==> config.mk <==
export PLATFORM = sky130hd
export DESIGN_NAME = gpio_mux_port
export DESIGN_NICKNAME = d
export VERILOG_FILES = /design/src/rtl/gpio_mux_pkg.sv /design/src/rtl/gpio_mode_latch.sv /design/src/rtl/gpio_port_regs.sv /design/src/rtl/gpio_in_sync.sv /design/src/rtl/gpio_pad_mux.sv /design/src/rtl/gpio_mux_port.sv
export SDC_FILE = /design/constraint.sdc
export NUM_CORES = 1
export LEC_CHECK = 0
export BUFFER_PORTS_ARGS = -buffer_cell sky130_fd_sc_hd__buf_4
export CAP_MARGIN = 30
export CORE_UTILIZATION = 47
export CTS_CLUSTER_DIAMETER = 200
export CTS_CLUSTER_SIZE = 24
export DETAILED_ROUTE_END_ITERATION = 10
export GPL_TIMING_DRIVEN = 0
export PLACE_DENSITY = 0.79
export SKIP_CTS_REPAIR_TIMING = 1
export SYNTH_ARGS = -nofsm -noshare
export SYNTH_HDL_FRONTEND = slang
export SYNTH_SLANG_ARGS = --single-unit
==> constraint.sdc <==
create_clock -name clk -period 1.41 [get_ports clk]
set_input_delay 0.141 -clock clk [delete_from_list [all_inputs] [get_ports clk]]
set_output_delay 0.141 -clock clk [all_outputs]
set_load 0.02 [all_outputs]
==> src/rtl/gpio_mux_pkg.sv <==
// Package: shared types for the mode-multiplexed GPIO port.
// Assumes: mode strap encoding is fixed at chip level and decoded here only.
package gpio_mux_pkg;

    // Operating mode as captured from the strap during reset.
    typedef enum logic [1:0] {
        MODE_SINGLE   = 2'b00,
        MODE_EXPANDED = 2'b01,
        MODE_BOOT     = 2'b10,
        MODE_TEST     = 2'b11
    } op_mode_e;

    // Register select encoding on the register interface.
    localparam logic SEL_DATA = 1'b0;
    localparam logic SEL_DIR  = 1'b1;

    // True when the port, rather than the bus, owns the pads.
    function automatic logic port_owns_pads(op_mode_e m);
        return (m == MODE_SINGLE) || (m == MODE_BOOT);
    endfunction

    // True when the open-drain option may act in the given mode.
    function automatic logic od_permitted(op_mode_e m);
        return (m == MODE_SINGLE);
    endfunction

endpackage

==> src/rtl/gpio_mode_latch.sv <==
// Module: captures the operating-mode strap while reset is held and
// decodes pad ownership and open-drain permission from it.
// Assumes: the strap is stable during reset; later changes are ignored.
module gpio_mode_latch
    import gpio_mux_pkg::*;
(
    input  logic       clk,
    input  logic       rst_n,
    input  logic [1:0] mode_strap,
    output op_mode_e   mode_q,
    output logic       gpio_own,
    output logic       od_allowed
);

    // Sample the strap on every reset edge, hold it otherwise.
    always_ff @(posedge clk) begin
        if (!rst_n) begin
            mode_q <= op_mode_e'(mode_strap);
        end
    end

    // Decode ownership and open-drain permission from the held mode.
    always_comb begin
        gpio_own   = port_owns_pads(mode_q);
        od_allowed = od_permitted(mode_q);
    end

    // once out of reset the captured mode never changes.
    a_r1_mode_hold: assert property (@(posedge clk) disable iff (!rst_n)
        rst_n |=> $stable(mode_q));

endmodule

==> src/rtl/gpio_port_regs.sv <==
// Module: output latch and direction register of the port.
// Assumes: one register write per cycle, selected by wr_sel; both clear on reset.
module gpio_port_regs
    import gpio_mux_pkg::*;
#(
    parameter int WIDTH = 8
) (
    input  logic             clk,
    input  logic             rst_n,
    input  logic             wr_en,
    input  logic             wr_sel,
    input  logic [WIDTH-1:0] wr_data,
    output logic [WIDTH-1:0] lat_q,
    output logic [WIDTH-1:0] dir_q
);

    logic lat_we;
    logic dir_we;

    // Split the write strobe by register select.
    always_comb begin
        lat_we = wr_en && (wr_sel == SEL_DATA);
        dir_we = wr_en && (wr_sel == SEL_DIR);
    end

    // Output latch: stores writes regardless of direction.
    always_ff @(posedge clk) begin
        if (!rst_n) begin
            lat_q <= '0;
        end else if (lat_we) begin
            lat_q <= wr_data;
        end
    end

    // Direction register: 1 marks an output pin.
    always_ff @(posedge clk) begin
        if (!rst_n) begin
            dir_q <= '0;
        end else if (dir_we) begin
            dir_q <= wr_data;
        end
    end

    // both registers leave reset cleared.
    a_r1_regs_clear: assert property (@(posedge clk) disable iff (!rst_n)
        $rose(rst_n) |-> (dir_q == '0 && lat_q == '0));

    // the latch only moves on a latch write.
    a_r2_latch_hold: assert property (@(posedge clk) disable iff (!rst_n)
        !(wr_en && wr_sel == SEL_DATA) |=> $stable(lat_q));

    // the direction register only moves on a direction write.
    a_r8_dir_hold: assert property (@(posedge clk) disable iff (!rst_n)
        !(wr_en && wr_sel == SEL_DIR) |=> $stable(dir_q));

endmodule

==> src/rtl/gpio_in_sync.sv <==
// Module: multi-flop synchronizer for the pad input levels.
// Assumes: STAGES >= 1; bits are synchronized independently.
module gpio_in_sync #(
    parameter int WIDTH  = 8,
    parameter int STAGES = 2
) (
    input  logic             clk,
    input  logic             rst_n,
    input  logic [WIDTH-1:0] async_in,
    output logic [WIDTH-1:0] sync_out
);

    localparam int LAST = STAGES - 1;

    logic [WIDTH-1:0] stage_q [STAGES];

    for (genvar s = 0; s < STAGES; s++) begin : g_stage
        if (s == 0) begin : g_first
            // First stage samples the raw pad level.
            always_ff @(posedge clk) begin
                if (!rst_n) stage_q[s] <= '0;
                else        stage_q[s] <= async_in;
            end
        end else begin : g_next
            // Later stages shift the previous stage along.
            always_ff @(posedge clk) begin
                if (!rst_n) stage_q[s] <= '0;
                else        stage_q[s] <= stage_q[s-1];
            end
        end
    end

    assign sync_out = stage_q[LAST];

endmodule

==> src/rtl/gpio_pad_mux.sv <==
// Module: per-pin selection between port drive and bus drive, with the
// open-drain option folded into the output enable.
// Assumes: od_active is already qualified by mode; purely combinational path.
module gpio_pad_mux #(
    parameter int WIDTH = 8
) (
    input  logic             clk,
    input  logic             rst_n,
    input  logic             gpio_own,
    input  logic             od_active,
    input  logic [WIDTH-1:0] dir,
    input  logic [WIDTH-1:0] lat,
    input  logic             bus_oe,
    input  logic [WIDTH-1:0] bus_dout,
    output logic [WIDTH-1:0] pad_out,
    output logic [WIDTH-1:0] pad_oe
);

    for (genvar i = 0; i < WIDTH; i++) begin : g_pin
        logic port_oe;

        // Port drive: output pins drive, open-drain releases on a 1.
        always_comb begin
            port_oe = dir[i] && !(od_active && lat[i]);
        end

        // Pick the pad owner for this pin.
        always_comb begin
            if (gpio_own) begin
                pad_out[i] = lat[i];
                pad_oe[i]  = port_oe;
            end else begin
                pad_out[i] = bus_dout[i];
                pad_oe[i]  = bus_oe;
            end
        end
    end

    // in port-owned modes an input pin is never driven.
    a_r4_input_quiet: assert property (@(posedge clk) disable iff (!rst_n)
        gpio_own |-> ((pad_oe & ~dir) == '0));

    // with open-drain active no pad is ever driven high.
    a_r6_od_no_high: assert property (@(posedge clk) disable iff (!rst_n)
        od_active |-> ((pad_oe & pad_out) == '0));

endmodule

==> src/rtl/gpio_mux_port.sv <==
// Module: top of the mode-multiplexed bidirectional GPIO port.
// Captures the mode, holds latch and direction, synchronizes pad input
// for readback, and hands pad ownership to the port or the bus.
// Assumes: reg interface reads are combinational on reg_sel.
module gpio_mux_port
    import gpio_mux_pkg::*;
#(
    parameter int WIDTH       = 8,
    parameter int SYNC_STAGES = 2
) (
    input  logic             clk,
    input  logic             rst_n,
    input  logic [1:0]       mode_strap,
    input  logic             reg_wr,
    input  logic             reg_sel,
    input  logic [WIDTH-1:0] reg_wdata,
    output logic [WIDTH-1:0] reg_rdata,
    input  logic             od_en,
    input  logic             bus_oe,
    input  logic [WIDTH-1:0] bus_dout,
    output logic [WIDTH-1:0] bus_din,
    input  logic [WIDTH-1:0] pad_in,
    output logic [WIDTH-1:0] pad_out,
    output logic [WIDTH-1:0] pad_oe,
    output logic             gpio_mode
);

    op_mode_e         mode_q;
    logic             gpio_own;
    logic             od_allowed;
    logic             od_active;
    logic [WIDTH-1:0] lat_q;
    logic [WIDTH-1:0] dir_q;
    logic [WIDTH-1:0] pin_sync;

    gpio_mode_latch i_mode (
        .clk        (clk),
        .rst_n      (rst_n),
        .mode_strap (mode_strap),
        .mode_q     (mode_q),
        .gpio_own   (gpio_own),
        .od_allowed (od_allowed)
    );

    gpio_port_regs #(.WIDTH(WIDTH)) i_regs (
        .clk     (clk),
        .rst_n   (rst_n),
        .wr_en   (reg_wr),
        .wr_sel  (reg_sel),
        .wr_data (reg_wdata),
        .lat_q   (lat_q),
        .dir_q   (dir_q)
    );

    gpio_in_sync #(.WIDTH(WIDTH), .STAGES(SYNC_STAGES)) i_sync (
        .clk      (clk),
        .rst_n    (rst_n),
        .async_in (pad_in),
        .sync_out (pin_sync)
    );

    // Open-drain acts only when the option is set and the mode permits it.
    always_comb begin
        od_active = od_en && od_allowed;
    end

    gpio_pad_mux #(.WIDTH(WIDTH)) i_pads (
        .clk       (clk),
        .rst_n     (rst_n),
        .gpio_own  (gpio_own),
        .od_active (od_active),
        .dir       (dir_q),
        .lat       (lat_q),
        .bus_oe    (bus_oe),
        .bus_dout  (bus_dout),
        .pad_out   (pad_out),
        .pad_oe    (pad_oe)
    );

    // Read path: latch address returns the pad level, not the latch.
    always_comb begin
        reg_rdata = (reg_sel == SEL_DIR) ? dir_q : pin_sync;
    end

    assign bus_din   = pad_in;
    assign gpio_mode = gpio_own;

    // outside single-chip mode the open-drain option never acts.
    a_r7_od_gated: assert property (@(posedge clk) disable iff (!rst_n)
        (mode_q != MODE_SINGLE) |-> !od_active);

endmodule

# ---- Yosys cells after proc, flatten, opt, wreduce, memory -nomap -nowiden
# Memories as Yosys holds them, arrays and structs flattened.
# Cells that the tools add are included.
dict set report word_totals {
  register_bits 18
  ramBits 16
  input_bits 32
  out_inout_bits 33
  elab_cells 58
  mem_count 1
}
# name depth word_bits rd rd_ports_with_merged_regs wr line_no
set memory_table {}
lappend memory_table {i_sync.stage_q 2 8 2 0 2 gpio_in_sync.sv:15} ;# logic [WIDTH-1:0] stage_q [STAGES];
dict set report classes {
  eq_ne 1
  n_mux 21
  bitwise 3
  n_reduce_logical 29
}
# cell n
set op_table {}
lappend op_table {{two-way mux 8 bit} 3}
lappend op_table {{logical AND 1 bit} 19}
lappend op_table {{two-way mux 1 bit} 18}
lappend op_table {{zero test 1 bit} 8}
lappend op_table {{equality test 2 bit (second input constant)} 1}
lappend op_table {{zero test 2 bit} 1}
lappend op_table {{OR 1 bit} 2}
lappend op_table {{logical OR 1 bit} 1}
lappend op_table {{NOT 1 bit} 1}

# ---- Logic depth before layout (Yosys ltp)
# Gate-level depths: netlist of run 1.
dict set report depth {
  ltp_word 6
  depth_mapped 4
  ltp_nobuf 2
}

# ---- By module
# Synthesis of run 1 repeated with hierarchy kept, for this count alone.
dict set report hier_totals {
  hier_cells 147
  area_unflattened_um2 1579.0
}
# module instances cells_each area_per_inst_um2 seq_area_each_um2
set modules_own_cells {}
lappend modules_own_cells {gpio_port_regs 1 62 620.6 320.3}
lappend modules_own_cells {gpio_in_sync 1 33 446.7 320.3}
lappend modules_own_cells {gpio_pad_mux 1 29 242.7 0.0}
lappend modules_own_cells {gpio_mux_port 1 18 197.7 0.0}
lappend modules_own_cells {gpio_mode_latch 1 5 71.3 60.1}

# ---- Worst setup path after synthesis of run 1
# No wires, ideal clock.
dict set report synth_path {
  path_kind {flip-flop to output port}
  from {register i_mode.mode_q[0]}
  to {output port pad_oe[0]}
  t_arrival_ns 1.177
  t_required_ns 1.269
  slack_ns 0.092
  stages_incl_launch_ff 5
  n_path_buf 2
  path_cell_list {edfxtp_1 buf_6 nor2b_4 buf_6 a311oi_2}
}
dict set report synth_between {
  elab_chain_len 6
  elab_cells_between_ends 8
  classes_between {eq/ne: 1; mux: 1; reduce/logical: 6}
}
# item line_no
set synth_lines {}
lappend synth_lines {{from (decl)} gpio_mode_latch.sv:10} ;# output op_mode_e mode_q,
lappend synth_lines {{from (signal assigned)} gpio_mode_latch.sv:18} ;# mode_q <= op_mode_e'(mode_strap);
lappend synth_lines {{zero test 2 bit} {gpio_mux_pkg.sv:19, gpio_mux_pkg.sv:24}}
lappend synth_lines {{logical AND 1 bit} gpio_mux_port.sv:64} ;# od_active = od_en && od_allowed;
lappend synth_lines {{logical AND 1 bit} gpio_pad_mux.sv:24} ;# port_oe = dir[i] && !(od_active && lat[i]);
lappend synth_lines {{zero test 1 bit} gpio_pad_mux.sv:24}
lappend synth_lines {{logical AND 1 bit} gpio_pad_mux.sv:24}
lappend synth_lines {{two-way mux 1 bit *} gpio_pad_mux.sv:29} ;# if (gpio_own) begin
lappend synth_lines {{to (decl)} gpio_mux_port.sv:24} ;# output logic [WIDTH-1:0] pad_oe,
# Mark *: on every way between the ends. The rest lies on a longest branch, timed or not.

# ---- Final worst setup path of run 1
dict set report layout_path {
  from {register i_mode.mode_q[0]}
  to {output port pad_oe[4]}
}
# Same word-level chain as after synthesis.

==> metrics.cfg, run 1 <==
[clock_tree]
htreeDepth=2
worstSkewPairLatency_ps=310
cts.sinks=34
cts_tree=yes
numCtsBuffers=5
cts_root_buf=clkbuf_4
path_clk_slew_ps=100
cts_buffer_depth=2

[synthesis]
syn_area_um2=1560
synth.avg_cell_area_um2=10.6
synthTopCellsByCount=32 x dfxtp_1, 24 x nand2_1, 17 x and2_1
async_reset_ff_share_pct=0
synth_nets=179
netlist_top_cells_area=dfxtp_1 41%, mux2_1 12%, mux2i_1 10%
synth_top_area_share_pct=41.0
yosysUniqueCellTypes=18
synth_warnings=0
synth_edf_count=2
synth.most_common_cell=dfxtp_1
synth_cells=147
ys.flop_type=dfxtp_1
seq_area_frac_synth_pct=44.8
yosysTopAreaCell=dfxtp_1
ys_seq_elements=34

[drt]
vias_per_cell=4.68
first_pass_iters=4
via_count=1246
antenna_left=0
wl_per_cell_um=11.9
drt_wl_total_um=3160
drt-initial-drc-count=21
drc=0

[timing]
worst_pin_slew_ps=426
setup_viol=16
max_slew_margin_pct=71.6
maxSlewViolCount=0
finalCritPeriodShare_pct=113
hold_viol=0
grt_setup_unrepaired=true
fin_ws_ps=-180
fmax_mhz=629
min_period_ps=1590
fin_skew_ps=0.492

[run_status]
violations=setup timing
outcome=finished with violations

[die]
row_count=20
dieArea_um2=3560
coreArea_um2=3100
io_pins=65
die_w_um=59.7
fp.dieH_um=59.7
initial_core_util_pct=50.4

[layout]
insertedDiodeCount=0
layout-drive-gt1-share_pct=45.9
syn_to_final_growth_pct=43.6
multi_input_area_um2=732
final-seq-area_um2=701
fill_cells=251
final_util_pct=72.4
final_area_um2=2250
final_nets=253

[critical_path]
crit_start=i_mode.mode_q[0]$_DFFE_PN_
crit_arrival_ps=1450
worstSetupPathType=reg2out
worst_ep_required_time_ps=1270
critPathLaunchType=flop
end_kind=output port
crit_fanout=10
r2r-start=i_regs.lat_q[3]$_SDFFE_PN0P_

[global_routing]
grt_usage_pct=18.6
grt_pass1_wl_um=4820
antenna_found_initial=0
overflow=0
grt_pass1_vias=1138
grt_max_degree=11

[placement]
place_congestion=0.728
port_buffers=63
pre_cts_ws_ps=50.7
placed_area_um2=2090

[worst_hold_path]
hp-class=in2reg
worstHoldStart=pad_in[7]

[power]
powerDensity_nw_per_um2=924
vdd_drop_max_mv=0.650
p_leak_nw=1.07

[flow_run]
cap_violations=0

cells in the final DEF (no fill, tap or decap):
cell	instances
a311oi_2	8
and2_1	17
buf_2	1
buf_4	64
buf_6	14
buf_8	1
clkbuf_1	3
clkbuf_2	1
clkbuf_4	5
clkinv_1	3
dfxtp_1	32
dlygate4sd3_1	2
edfxtp_1	2
inv_1	1
inv_8	1
mux2_1	10
mux2_2	1
mux2_4	5
mux2i_1	16
nand2_1	24
nand2b_1	1
nor2_1	8
nor2b_1	1
nor2b_4	1
kinds of logic (layout without fill, tap and decap cells):
group                  count (synthesis)  after routing  synth area share [%]
DFF                                   34             34                  44.8
AOI/OAI and AO/OA                      8              8                  7.68
and+or+nand+nor                       52             52                  16.2
muxes                                 32             32                  21.8
buffers and inverters                 21             96                  9.60
path summary, 6_finish.rpt:
| path | end | slack, ps | depth (start not counted) |
|---|---|---|---|
| worst min register to register | i_sync.stage_q[1][5]$_SDFF_PN0_ | 440 | 1 |
| worst max register to register | i_regs.lat_q[3]$_SDFFE_PN0P_ | 710 | 2 |
| worst min-delay path | i_sync.stage_q[0][7]$_SDFF_PN0_ | 30 | 2 |
| worst max-delay path | pad_oe[4] | -180 | 5 |
routing by layer:
layer  part of all wire (%)  up-vias  routed length (µm)  global-route usage [%]
met3                    7.6        7                 241                    4.76
li1                       -      629                   -                       -
met4                    1.7        0                  55                    9.97
met5                      0        -                   0                       0
met2                     51       56                1610                    33.0
met1                     40      554                1250                    20.0
layout make-up:
class	instances	share of cell area [%]
Multi-Input combinational cell	92	32.6
Buffer	18	6.30
Inverter	2	0.669
Clock inverter	3	0.501
Tap cell	44	2.45
Timing Repair Buffer	68	24.6
Clock buffer	5	1.67
Sequential cell	34	31.2
per-stage QoR:
step	TNS (ps)	hold slack [ps]	std cells	power (mW)
after floorplan	0	240	147	1.36
after global placement	0	320	254	1.56
after detailed placement	0	323	254	1.58
after CTS	-3490	-16.7	262	2.04
after global routing	-3720	14.0	266	2.18
final	-2370	33.9	266	2.08
worst max-delay path, cell delays in order (launching register included):
cell and delay, ps:
edfxtp_1 360, buf_6 140, buf_8 140, nor2_1 60, a311oi_2 250, buf_4 190
state kept, by name (all words and copies together) (netlist names):
| signal | flops |
|---|---|
| i_mode.mode_q | 2 |
| i_regs.dir_q | 8 |
| i_regs.lat_q | 8 |
| i_sync.stage_q | 16 |
where the power goes:
part	leakage [nW]	total, mW	switching (mW)	internal, mW
logic	0.762	0.562	0.261	0.301
registers	0.283	1.05	0.0280	1.02
clock network	0.0277	0.468	0.290	0.177
Note: power is estimated with default switching activity, not from simulation.
==> run 2, diff against run 1 <==
--- a/config.mk
+++ b/config.mk
@@ -7,12 +7,13 @@
 export LEC_CHECK = 0
 export BUFFER_PORTS_ARGS = -buffer_cell sky130_fd_sc_hd__buf_4
 export CAP_MARGIN = 30
-export CORE_UTILIZATION = 47
+export CORE_UTILIZATION = 48
+export CTS_BUF_LIST = sky130_fd_sc_hd__clkbuf_4
 export CTS_CLUSTER_DIAMETER = 200
 export CTS_CLUSTER_SIZE = 24
 export DETAILED_ROUTE_END_ITERATION = 10
 export GPL_TIMING_DRIVEN = 0
-export PLACE_DENSITY = 0.79
+export PLACE_DENSITY = 0.8
 export SKIP_CTS_REPAIR_TIMING = 1
 export SYNTH_ARGS = -nofsm -noshare
 export SYNTH_HDL_FRONTEND = slang
==> run 2 against run 1 <==
The run still ends with setup timing left. Clock power rose by 8.8%. Die area fell by 2.0%. Core utilization grew 0.63 points. Critical endpoint is now pad_out[3].
==> metrics.cfg, run 2 (synthesis results as in run 1) <==
[run_status]
outcome=finished with violations  ; unchanged
violations=setup timing  ; unchanged

[timing]
hold_viol=0  ; unchanged
grt_setup_unrepaired=true  ; unchanged
min_period_ps=1630  ; was 1590 ps
worst_pin_slew_ps=430  ; was 426 ps
fmax_mhz=613  ; was 629 MHz
max_slew_margin_pct=71.3  ; was 71.6%
maxSlewViolCount=0  ; unchanged
fin_ws_ps=-221  ; was -180 ps
setup_viol=16  ; unchanged
finalCritPeriodShare_pct=116  ; was 113%
fin_skew_ps=0.374  ; was 0.492 ps

[placement]
dp_hpwl_um=2450
place_congestion=0.763  ; was 0.728
port_buffers=63  ; unchanged
pre_cts_ws_ps=52.9  ; was 50.7 ps
placed_area_um2=2090  ; unchanged

[drt]
vias_per_cell=4.76  ; was 4.68
via_count=1266  ; was 1,246
drt-initial-drc-count=38  ; was 21
wl_per_cell_um=11.9  ; about the same
drt_wl_total_um=3160  ; about the same
first_pass_iters=4  ; unchanged
antenna_left=0  ; unchanged
drc=0  ; unchanged

[global_routing]
grt_pass1_wl_um=4930  ; was 4820 µm
overflow=0  ; unchanged
grt_pass1_vias=1151  ; was 1,138
grt_max_degree=12  ; was 11
antenna_found_initial=0  ; unchanged
grt_usage_pct=19.5  ; was 18.6%

[power]
clock_power_share_pct=24.1  ; was 22.5%
p_leak_nw=1.07  ; about the same
pwr-share-seq_pct=49.5  ; was 50.4%
totalPowerFinal_mw=2.11  ; was 2.08 mW
p_sw_share_pct=28.9  ; was 27.9%
powerDensity_nw_per_um2=940  ; was 924 nW/µm²
p_int_mw=1.50  ; about the same
vdd_drop_max_mv=0.662  ; was 0.650 mV
switching_power_mw=0.609  ; was 0.579 mW
combPwrFrac_pct=26.4  ; was 27.1%

[critical_path]
crit_arrival_ps=1490  ; was 1450 ps
crit_fanout=10  ; unchanged
worstSetupPathType=reg2out  ; unchanged
end_kind=output port  ; unchanged
critPathLaunchType=flop  ; unchanged
worst_ep_required_time_ps=1270  ; about the same
rr_worst_depth=2  ; unchanged

[layout]
final-seq-area_um2=701  ; unchanged
fill_cells=242  ; was 251
final_cell_mix=64 x buf_4, 32 x dfxtp_1, 24 x nand2_1  ; unchanged
final_nets=253  ; unchanged
layout-drive-gt1-share_pct=46.4  ; was 45.9%
largest_reg_flops=16  ; unchanged
syn_to_final_growth_pct=43.7  ; was 43.6%
regMostFlops=i_sync.stage_q  ; unchanged
insertedDiodeCount=0  ; unchanged
top_regs=i_sync.stage_q x16, i_regs.dir_q x8, i_regs.lat_q x8  ; unchanged
final_area_um2=2250  ; about the same
final_common_cell=buf_4  ; unchanged
multi_input_area_um2=728  ; was 732 µm²

[die]
initial_core_util_pct=50.8  ; was 50.4%
row_count=20  ; unchanged
io_pins=65  ; unchanged
dieArea_um2=3490  ; was 3560 µm²
die_w_um=59.1  ; was 59.7 µm
fp.dieH_um=59.1  ; was 59.7 µm
coreArea_um2=3080  ; was 3100 µm²

[clock_tree]
cts.sinks=34  ; unchanged
path_clk_slew_ps=110  ; was 100 ps
worstSkewPairLatency_ps=330  ; was 310 ps
numCtsBuffers=5  ; unchanged
htreeDepth=2  ; unchanged
cts_buffer_depth=2  ; unchanged
cts_root_buf=clkbuf_4  ; unchanged
cts_tree=yes  ; unchanged

[flow_run]
cap_violations=0  ; unchanged

[worst_hold_path]
hp-class=in2reg  ; unchanged
hold_path_depth=2  ; unchanged

## run 2: power groups by stage
stage	sequential (mW)	combinational [mW]	clock (mW)
floorplan	1.06	0.306	0
global placement	1.07	0.497	0
detailed placement	1.07	0.509	0
CTS	1.05	0.511	0.521
global route	1.05	0.597	0.573
finish	1.05	0.557	0.509
## run 2: per-stage QoR
step	TNS, ps	hold slack [ps]	util, %	std cells
6_report	-2620	19.1	73.0	266
5_1_grt	-3710	0.803	73.0	266
4_1_cts	-3990	-41.8	69.7	262
3_5_place_dp	0	322	68.0	254
3_3_place_gp	0	319	68.0	254
2_1_floorplan	0	240	-	147
## run 2: cell type report
type                            count  area share [%]
Clock inverter                      3           0.724
Tap cell                           44            2.45
Clock buffer                        5            1.67
Timing Repair Buffer               68            24.6
Sequential cell                    34            31.2
Inverter                            2           0.668
Buffer                             18            6.29
Multi-Input combinational cell     92            32.4
## run 2: path summary, 6_finish.rpt
check	from	to	slack [ps]
setup / recovery	i_mode.mode_q[0]$_DFFE_PN_	pad_out[3]	-220
hold / removal	pad_in[2]	i_sync.stage_q[0][2]$_SDFF_PN0_	20
setup reg to reg	i_regs.lat_q[0]$_SDFFE_PN0P_	i_regs.lat_q[0]$_SDFFE_PN0P_	740
hold reg to reg	i_sync.stage_q[0][5]$_SDFF_PN0_	i_sync.stage_q[1][5]$_SDFF_PN0_	440
## run 2: routing by layer
layer | wire length [µm] | GRT usage, % | vias up
li1 | - | - | 634
met1 | 1210 | 19.3 | 564
met2 | 1630 | 35.7 | 63
met3 | 282 | 7.86 | 5
met4 | 42 | 8.16 | 0
met5 | 0 | 0 | -
## run 2: critical path, stage by stage (launching register included)
cell and delay (ps):
edfxtp_1 410, buf_6 160, buf_8 130, mux2_1 320, buf_6 140
